**src/rtl/cfg_once_pkg.sv**
```systemverilog
package cfg_once_pkg;

  // Build a one-hot-per-field mask of the implemented bits.
  function automatic logic [7:0] impl_mask8(input int wdog_pos, input int rom_pos);
    logic [7:0] m;
    m = '0;
    m[wdog_pos] = 1'b1;
    m[rom_pos]  = 1'b1;
    return m;
  endfunction

  typedef enum logic [1:0] {
    GATE_OPEN   = 2'b00,
    GATE_LOCKED = 2'b01,
    GATE_CLOSED = 2'b10,
    GATE_BYPASS = 2'b11
  } gate_state_e;

endpackage

```
**src/rtl/cfg_win_timer.sv**
```systemverilog
module cfg_win_timer #(
  parameter int WIN_CYCLES = 64
) (
  input  logic clk,
  input  logic rst_n,
  input  logic stb,
  output logic win_open
);
  localparam int CNT_W = $clog2(WIN_CYCLES) + 1;
  localparam logic [CNT_W-1:0] CNT_MAX = '1;
  localparam logic [CNT_W-1:0] WIN_LIM = CNT_W'(WIN_CYCLES);

  logic [CNT_W-1:0] cnt_q;

  always_ff @(posedge clk) begin
    if (!rst_n)                      cnt_q <= '0;
    else if (stb && cnt_q != CNT_MAX) cnt_q <= cnt_q + 1'b1;
  end

  assign win_open = (cnt_q < WIN_LIM);

  // The window only ever closes within one reset period.
  assert_win_no_reopen_R9: assert property (@(posedge clk) disable iff (!rst_n)
    !win_open |=> !win_open);

  // Clocks without a bus cycle do not use up the window.
  assert_cnt_idle_hold_R3: assert property (@(posedge clk) disable iff (!rst_n)
    !stb |=> $stable(cnt_q));
endmodule

```
**src/rtl/cfg_gate.sv**
```systemverilog
module cfg_gate
  import cfg_once_pkg::*;
(
  input  logic clk,
  input  logic rst_n,
  input  logic hit_wr,
  input  logic win_open,
  input  logic special,
  output logic accept,
  output logic locked
);
  gate_state_e gstate;

  always_comb begin
    if (special)       gstate = GATE_BYPASS;
    else if (locked)   gstate = GATE_LOCKED;
    else if (!win_open) gstate = GATE_CLOSED;
    else               gstate = GATE_OPEN;
  end

  assign accept = hit_wr && (gstate == GATE_BYPASS || gstate == GATE_OPEN);

  always_ff @(posedge clk) begin
    if (!rst_n)                 locked <= 1'b0;
    else if (accept && !special) locked <= 1'b1;
  end

  // The lock is sticky until reset.
  assert_lock_sticky_R5: assert property (@(posedge clk) disable iff (!rst_n)
    locked |=> locked);

  // The lock only rises after a write made in normal mode.
  assert_lock_cause_R7: assert property (@(posedge clk) disable iff (!rst_n)
    $rose(locked) |-> $past(hit_wr && !special));
endmodule

```
**src/rtl/cfg_store.sv**
```systemverilog
module cfg_store
  import cfg_once_pkg::*;
#(
  parameter int DATA_W   = 8,
  parameter int WDOG_POS = 2,
  parameter int ROM_POS  = 1
) (
  input  logic              clk,
  input  logic              rst_n,
  input  logic              boot_special,
  input  logic              accept,
  input  logic [DATA_W-1:0] wdata,
  output logic [DATA_W-1:0] image
);
  localparam logic [DATA_W-1:0] MASK = DATA_W'(impl_mask8(WDOG_POS, ROM_POS));

  logic [DATA_W-1:0] rst_img;

  always_comb begin
    rst_img = '0;
    rst_img[ROM_POS]  = 1'b1;
    rst_img[WDOG_POS] = boot_special;
  end

  always_ff @(posedge clk) begin
    if (!rst_n)      image <= rst_img;
    else if (accept) image <= wdata & MASK;
  end

  // ROM is mapped after reset in every mode.
  assert_rom_after_reset_R1: assert property (@(posedge clk)
    !rst_n |=> image[ROM_POS]);

  // The image never changes without an accepted write.
  assert_hold_no_accept_R8: assert property (@(posedge clk) disable iff (!rst_n)
    !accept |=> $stable(image));
endmodule

```
**src/rtl/cfg_once_reg.sv**
```systemverilog
module cfg_once_reg #(
  parameter int          ADDR_W     = 6,
  parameter int          DATA_W     = 8,
  parameter logic [5:0]  CFG_ADDR   = 6'h3F,
  parameter int          WIN_CYCLES = 64,
  parameter int          WDOG_POS   = 2,
  parameter int          ROM_POS    = 1
) (
  input  logic              clk,
  input  logic              rst_n,
  input  logic              boot_special,
  input  logic              smode_bit,
  input  logic              bus_stb,
  input  logic [ADDR_W-1:0] bus_addr,
  input  logic              bus_we,
  input  logic [DATA_W-1:0] bus_wdata,
  output logic [DATA_W-1:0] bus_rdata,
  output logic              wdog_dis,
  output logic              rom_en
);
  localparam logic [ADDR_W-1:0] MY_ADDR = ADDR_W'(CFG_ADDR);

  logic              sel;
  logic              hit_wr;
  logic              special;
  logic              win_open;
  logic              accept;
  logic              locked;
  logic [DATA_W-1:0] image;

  assign sel     = (bus_addr == MY_ADDR);
  assign hit_wr  = bus_stb && bus_we && sel;
  assign special = boot_special && smode_bit;

  cfg_win_timer #(.WIN_CYCLES(WIN_CYCLES)) u_timer (
    .clk(clk), .rst_n(rst_n), .stb(bus_stb), .win_open(win_open)
  );

  cfg_gate u_gate (
    .clk(clk), .rst_n(rst_n), .hit_wr(hit_wr), .win_open(win_open),
    .special(special), .accept(accept), .locked(locked)
  );

  cfg_store #(.DATA_W(DATA_W), .WDOG_POS(WDOG_POS), .ROM_POS(ROM_POS)) u_store (
    .clk(clk), .rst_n(rst_n), .boot_special(boot_special), .accept(accept),
    .wdata(bus_wdata), .image(image)
  );

  assign wdog_dis  = image[WDOG_POS];
  assign rom_en    = image[ROM_POS];
  assign bus_rdata = sel ? image : '0;

  // Input assumption: the mode-select bit can only fall between resets.
  assert_smode_only_falls_R7: assert property (@(posedge clk) disable iff (!rst_n)
    !smode_bit |=> !smode_bit);

  // Input assumption: the strapped mode is steady outside reset.
  assert_boot_steady_R1: assert property (@(posedge clk) disable iff (!rst_n)
    $stable(boot_special));

  // Once locked in normal mode, the controls are frozen.
  assert_locked_freeze_R5: assert property (@(posedge clk) disable iff (!rst_n)
    (!special && locked) |=> $stable({wdog_dis, rom_en}));

  // Once the window has closed in normal mode, the controls are frozen.
  assert_closed_freeze_R4: assert property (@(posedge clk) disable iff (!rst_n)
    (!special && !win_open) |=> $stable({wdog_dis, rom_en}));
endmodule

```
**config.mk**
```make
export PLATFORM = sky130hd
export DESIGN_NAME = cfg_once_reg
export DESIGN_NICKNAME = d
export VERILOG_FILES = /design/src/rtl/cfg_once_pkg.sv /design/src/rtl/cfg_win_timer.sv /design/src/rtl/cfg_gate.sv /design/src/rtl/cfg_store.sv /design/src/rtl/cfg_once_reg.sv
export SDC_FILE = /design/constraint.sdc
export NUM_CORES = 1
export LEC_CHECK = 0
export ABC_AREA = 1
export BUFFER_PORTS_ARGS = -buffer_cell sky130_fd_sc_hd__buf_2
export CAP_MARGIN = 30
export CORE_MARGIN = 4
export CORE_UTILIZATION = 35
export CTS_CLUSTER_SIZE = 16
export DETAILED_ROUTE_END_ITERATION = 8
export GPL_TIMING_DRIVEN = 0
export PLACE_DENSITY = 0.67
export SYNTH_ARGS = -nofsm -noshare
export SYNTH_HDL_FRONTEND = slang
export SYNTH_SLANG_ARGS = --single-unit
```
**constraint.sdc**
```tcl
create_clock -name clk -period 2.7 [get_ports clk]
set_clock_uncertainty 0.05 [all_clocks]
set_input_delay 0.54 -clock clk [delete_from_list [all_inputs] [get_ports clk]]
set_output_delay 0.54 -clock clk [all_outputs]
set_load 0.1 [all_outputs]
```
Word level (Yosys, flattened, before mapping)

Index checks and enable logic that the tools add are counted.

Logic and storage cells: 25
Register bits after elaboration: 10
Output and inout port bits: 10
Input port bits: 20

Multiplexer cells: 6
Eq/ne operators: 4
Order comparisons: 1
$add $sub $neg: 1
Reduce and logical (&&, ||, !) cells: 9

Operators with widths:

| kind                                                   | number |
|---|---|
| two-way mux 3 bit                                      | 3 |
| adder 7 x 1 -> 7 bit (second input constant)           | 1 |
| < comparator 7 bit (second input constant)             | 1 |
| inequality test 7 bit (second input constant)          | 1 |
| == test 6 bit (second input constant)                  | 1 |
| logical AND 1 bit                                      | 6 |
| two-way mux 2 bit                                      | 3 |
| == test 2 bit (second input constant)                  | 1 |
| zero test 2 bit                                        | 1 |
| inequality test 2 x 1 -> 1 bit (second input constant) | 1 |
| zero test 1 bit                                        | 1 |
| logical OR 1 bit                                       | 1 |

Logic depth before layout (Yosys ltp)

Depth in word-level cells: 9
Gate-level depth with buffers: 8
Mapped depth without buffers: 8

Cells and area by module

From an unflattened synthesis, not the netlist that was laid out.

Cells, all modules: 111
Area, all modules: 684.4 um^2

Modules (own cells, without submodules):

| module        | cells an instance | area each (um^2) | times used | seq. area each (um^2) |
|---|---|---|---|---|
| cfg_win_timer | 59                | 394.1            | 1          | 140.1 |
| cfg_store     | 18                | 135.1            | 1          | 50.0 |
| cfg_once_reg  | 26                | 102.6            | 1          | 0.0 |
| cfg_gate      | 8                 | 52.6             | 1          | 20.0 |

Least setup slack after synthesis

No wires, ideal clock.

Path kind: register to output
Start: register u_store.image[1]
End: output bus_rdata[1]
Required time: 2.110 ns
Path slack: -0.220 ns
Stages on the path, launching flop included: 3
Path buffers: 0
Data arrival time: 2.330 ns
Cells stage by stage: dfxtp_1 -> inv_1 -> nor2_1

Cells in the longest elaborated chain, start to end: 1

Ends and longest elaborated chain:

| item                   | RTL line           | text |
|---|---|---|
| from (decl)            | cfg_store.sv:13    | `output logic [DATA_W-1:0] image` |
| from (signal assigned) | cfg_store.sv:26    | `if (!rst_n) image <= rst_img;` |
| from (signal assigned) | cfg_store.sv:27    | `else if (accept) image <= wdata & MASK;` |
| two-way mux 3 bit      | cfg_once_reg.sv:51 | `assign bus_rdata = sel ? image : '0;` |
| to (decl)              | cfg_once_reg.sv:17 | `output logic [DATA_W-1:0] bus_rdata,` |

No other way between the ends.

Worst setup path after layout

Start: input bus_addr[1]
End: output bus_rdata[1]

Cells in the longest elaborated chain, start to end: 2

Ends and longest elaborated chain:

| item              | RTL line           | text |
|---|---|---|
| from (decl)       | cfg_once_reg.sv:14 | `input logic [ADDR_W-1:0] bus_addr,` |
| == test 6 bit     | cfg_once_reg.sv:31 | `assign sel = (bus_addr == MY_ADDR);` |
| two-way mux 3 bit | cfg_once_reg.sv:51 |  |

No other way between the ends.

==> summary.txt <==
Clock tree
  • CTS tree: built
  • Cts hold-fix bufs: 0
  • Root Buffer: clkbuf_4
  • Clock slew at reported path FFs: 70 ps
  • Htree depth: 1
  • Post-CTS Setup Inserts: 0
  • Total CTS buffers: 3
  • Post_cts resized: 0
  • Clock Tree Buf Depth: 2
  • Clk sink count: 10
  • Clk Latency, worst-skew pair: 270 ps

Outcome
  • Status: finished clean

Hold path
  • Worst min path class: reg2reg

Power
  • Leakage power: 0.403 nW
  • Worst VDD drop: 0.385 mV
  • Total power: 374 uW
  • Power per cell area: 487 nW/um2

Detailed routing
  • Vias per cell: 4.38
  • Routed WL per cell: 9.16 um
  • DR vias: 600
  • Post-DRT Antenna Nets: 0
  • Starting DRT DRC Count: 9
  • Drt total wl: 1260 um
  • # DRC: 0
  • Drt pass-1 iters: 2

Worst setup path
  • Crit path launch type: input pin
  • Required time of the critical path: 2110 ps
  • Setup crit end kind: output pin
  • Worst Path Max Fanout: 5
  • Critical Path AT: 1630 ps
  • Crit Path Category: in2out

Floorplan
  • Core Footprint: 1560 um2
  • Die footprint: 2450 um2
  • Die height: 49.5 um
  • Die W: 49.5 um
  • Starting Density: 38.6%
  • Site row count: 14
  • IO Count: 30

Synthesis
  • Sequential share of the synthesized area: 34.9%
  • Post-synthesis instance area: 602 um2
  • Ranking of synthesized cells by area: dfxtp_1, nand2_1, nor2_1
  • Share of the synthesized area in the top cell type: 29.9%
  • Mean cell area of the mapped netlist: 6.34 um2
  • #FFs+latches synth: 10
  • Ys Warns: 0
  • Largest area contributor in the netlist: dfxtp_1
  • Netlist cell types: 16
  • Cells after Synth: 95

Placement
  • Dpl cell area: 731 um2
  • IO Port Bufs: 17
  • Post-DP HPWL: 1030 um
  • Post-place setup slack: 475 ps
  • Placer Congestion: 0.848

STA
  • Max Fclk: 0.451 GHz
  • Tmin final: 2220 ps
  • Setup TNS: 0 ps
  • RSZ-0062 raised after global routing: no
  • Final period util: 82.2%
  • Max Slew Vio Count: 0
  • Fin. Hold Viols: 0
  • Final setup margin: 481 ps
  • Setup violators final: 0

Layout
  • Most common cell after layout, fill and taps aside: nand2_1
  • P&R area growth vs syn: 27.4%
  • Commonest cells after routing, fill and taps aside: nand2_1, buf_2, inv_1, nor2_1
  • Antenna fix cells: 0
  • Post-route cell area: 767 um2
  • Nets: 143
  • Layout cells sized above 1: 27.3%

GRT
  • Vias in the first global route: 548
  • First-pass GRT wire length: 2170 um
  • Initial antenna violation count: 0
  • GRT Overall Usage: 11.5%
  • Total grt overflow: 0
  • Largest net degree at the start of global routing: 8

Job
  • MaxCap Viol Count: 0
## final timing paths
kind                            slack [ps]                             to                           from  cells after the start
worst max-delay path                   480                   bus_rdata[1]                    bus_addr[1]                      8
worst min-delay path                   410     u_gate.locked$_SDFFE_PN0P_     u_gate.locked$_SDFFE_PN0P_                      2
worst max register to register        1390  u_timer.cnt_q[0]$_SDFFE_PN0P_  u_timer.cnt_q[0]$_SDFFE_PN0P_                      7
worst min register to register         410     u_gate.locked$_SDFFE_PN0P_     u_gate.locked$_SDFFE_PN0P_                      2
## cells in the mapped netlist
library cell	count
a21oi_1	4
a21oi_2	1
buf_4	6
conb_1	1
dfxtp_1	9
edfxtp_1	1
ha_1	1
inv_1	13
nand2_1	27
nand2_2	2
nand3_1	9
nand4_1	2
nor2_1	15
nor2_2	1
o21ai_0	2
xor2_1	1
## report_power, final
part / switching [mW] / internal [mW]
combinational: 0.0617 / 0.0195
clock: 0.0536 / 0.0819
sequential: 0.00315 / 0.154
total: 0.118 / 0.255
## area by class of cell
| class | count | area (um2) |
|---|---|---|
| Fill cell | 167 | 792 |
| Multi-Input combinational cell | 71 | 322 |
| Sequential cell | 10 | 210 |
| Timing Repair Buffer | 17 | 85.1 |
| Inverter | 13 | 48.8 |
| Buffer | 6 | 45.0 |
| Clock buffer | 4 | 36.3 |
| Tap cell | 16 | 20.0 |
## critical path: stages
cell and delay, ps:
buf_2 70, nand2_1 40, inv_1 40, nand2_1 40, nor2_1 250, inv_1 130
nor2_2 80, buf_2 420
## logic make-up (layout without fill, tap and decap cells)
kind of cell               Yosys count  in the layout  share of synthesized area (%)
DFF                                 10             10                           34.9
AOI/OAI and AO/OA                    7              7                           6.45
adders and majority gates            1              1                           2.08
other                                1              6                          0.623
and+or+nand+nor                     56             56                           38.9
buffers and inverters               19             40                           15.6
xor gates and xnor gates             1              1                           1.46
## flip-flops by register name (all words and copies together) (netlist names)
signal,flops
u_gate.locked,1
u_store.image,2
u_timer.cnt_q,7
## layer usage
metal / wire, um / vias up / GRT usage (%)
met4: 16 / 0 / 4.15
li1: - / 334 / -
met3: 108 / 2 / 5.42
met2: 594 / 15 / 19.9
met5: 0 / - / 0
met1: 536 / 249 / 12.2
## through the flow
stage | hold WS [ps] | util [%] | instances
floorplan | 385 | - | 100
detailed placement | 409 | 46.9 | 133
finish | 413 | 49.2 | 137
CTS | 420 | 49.2 | 137
global route | 462 | 49.2 | 137
global placement | 398 | 46.9 | 133
Note: power is estimated with default switching activity, not from simulation.
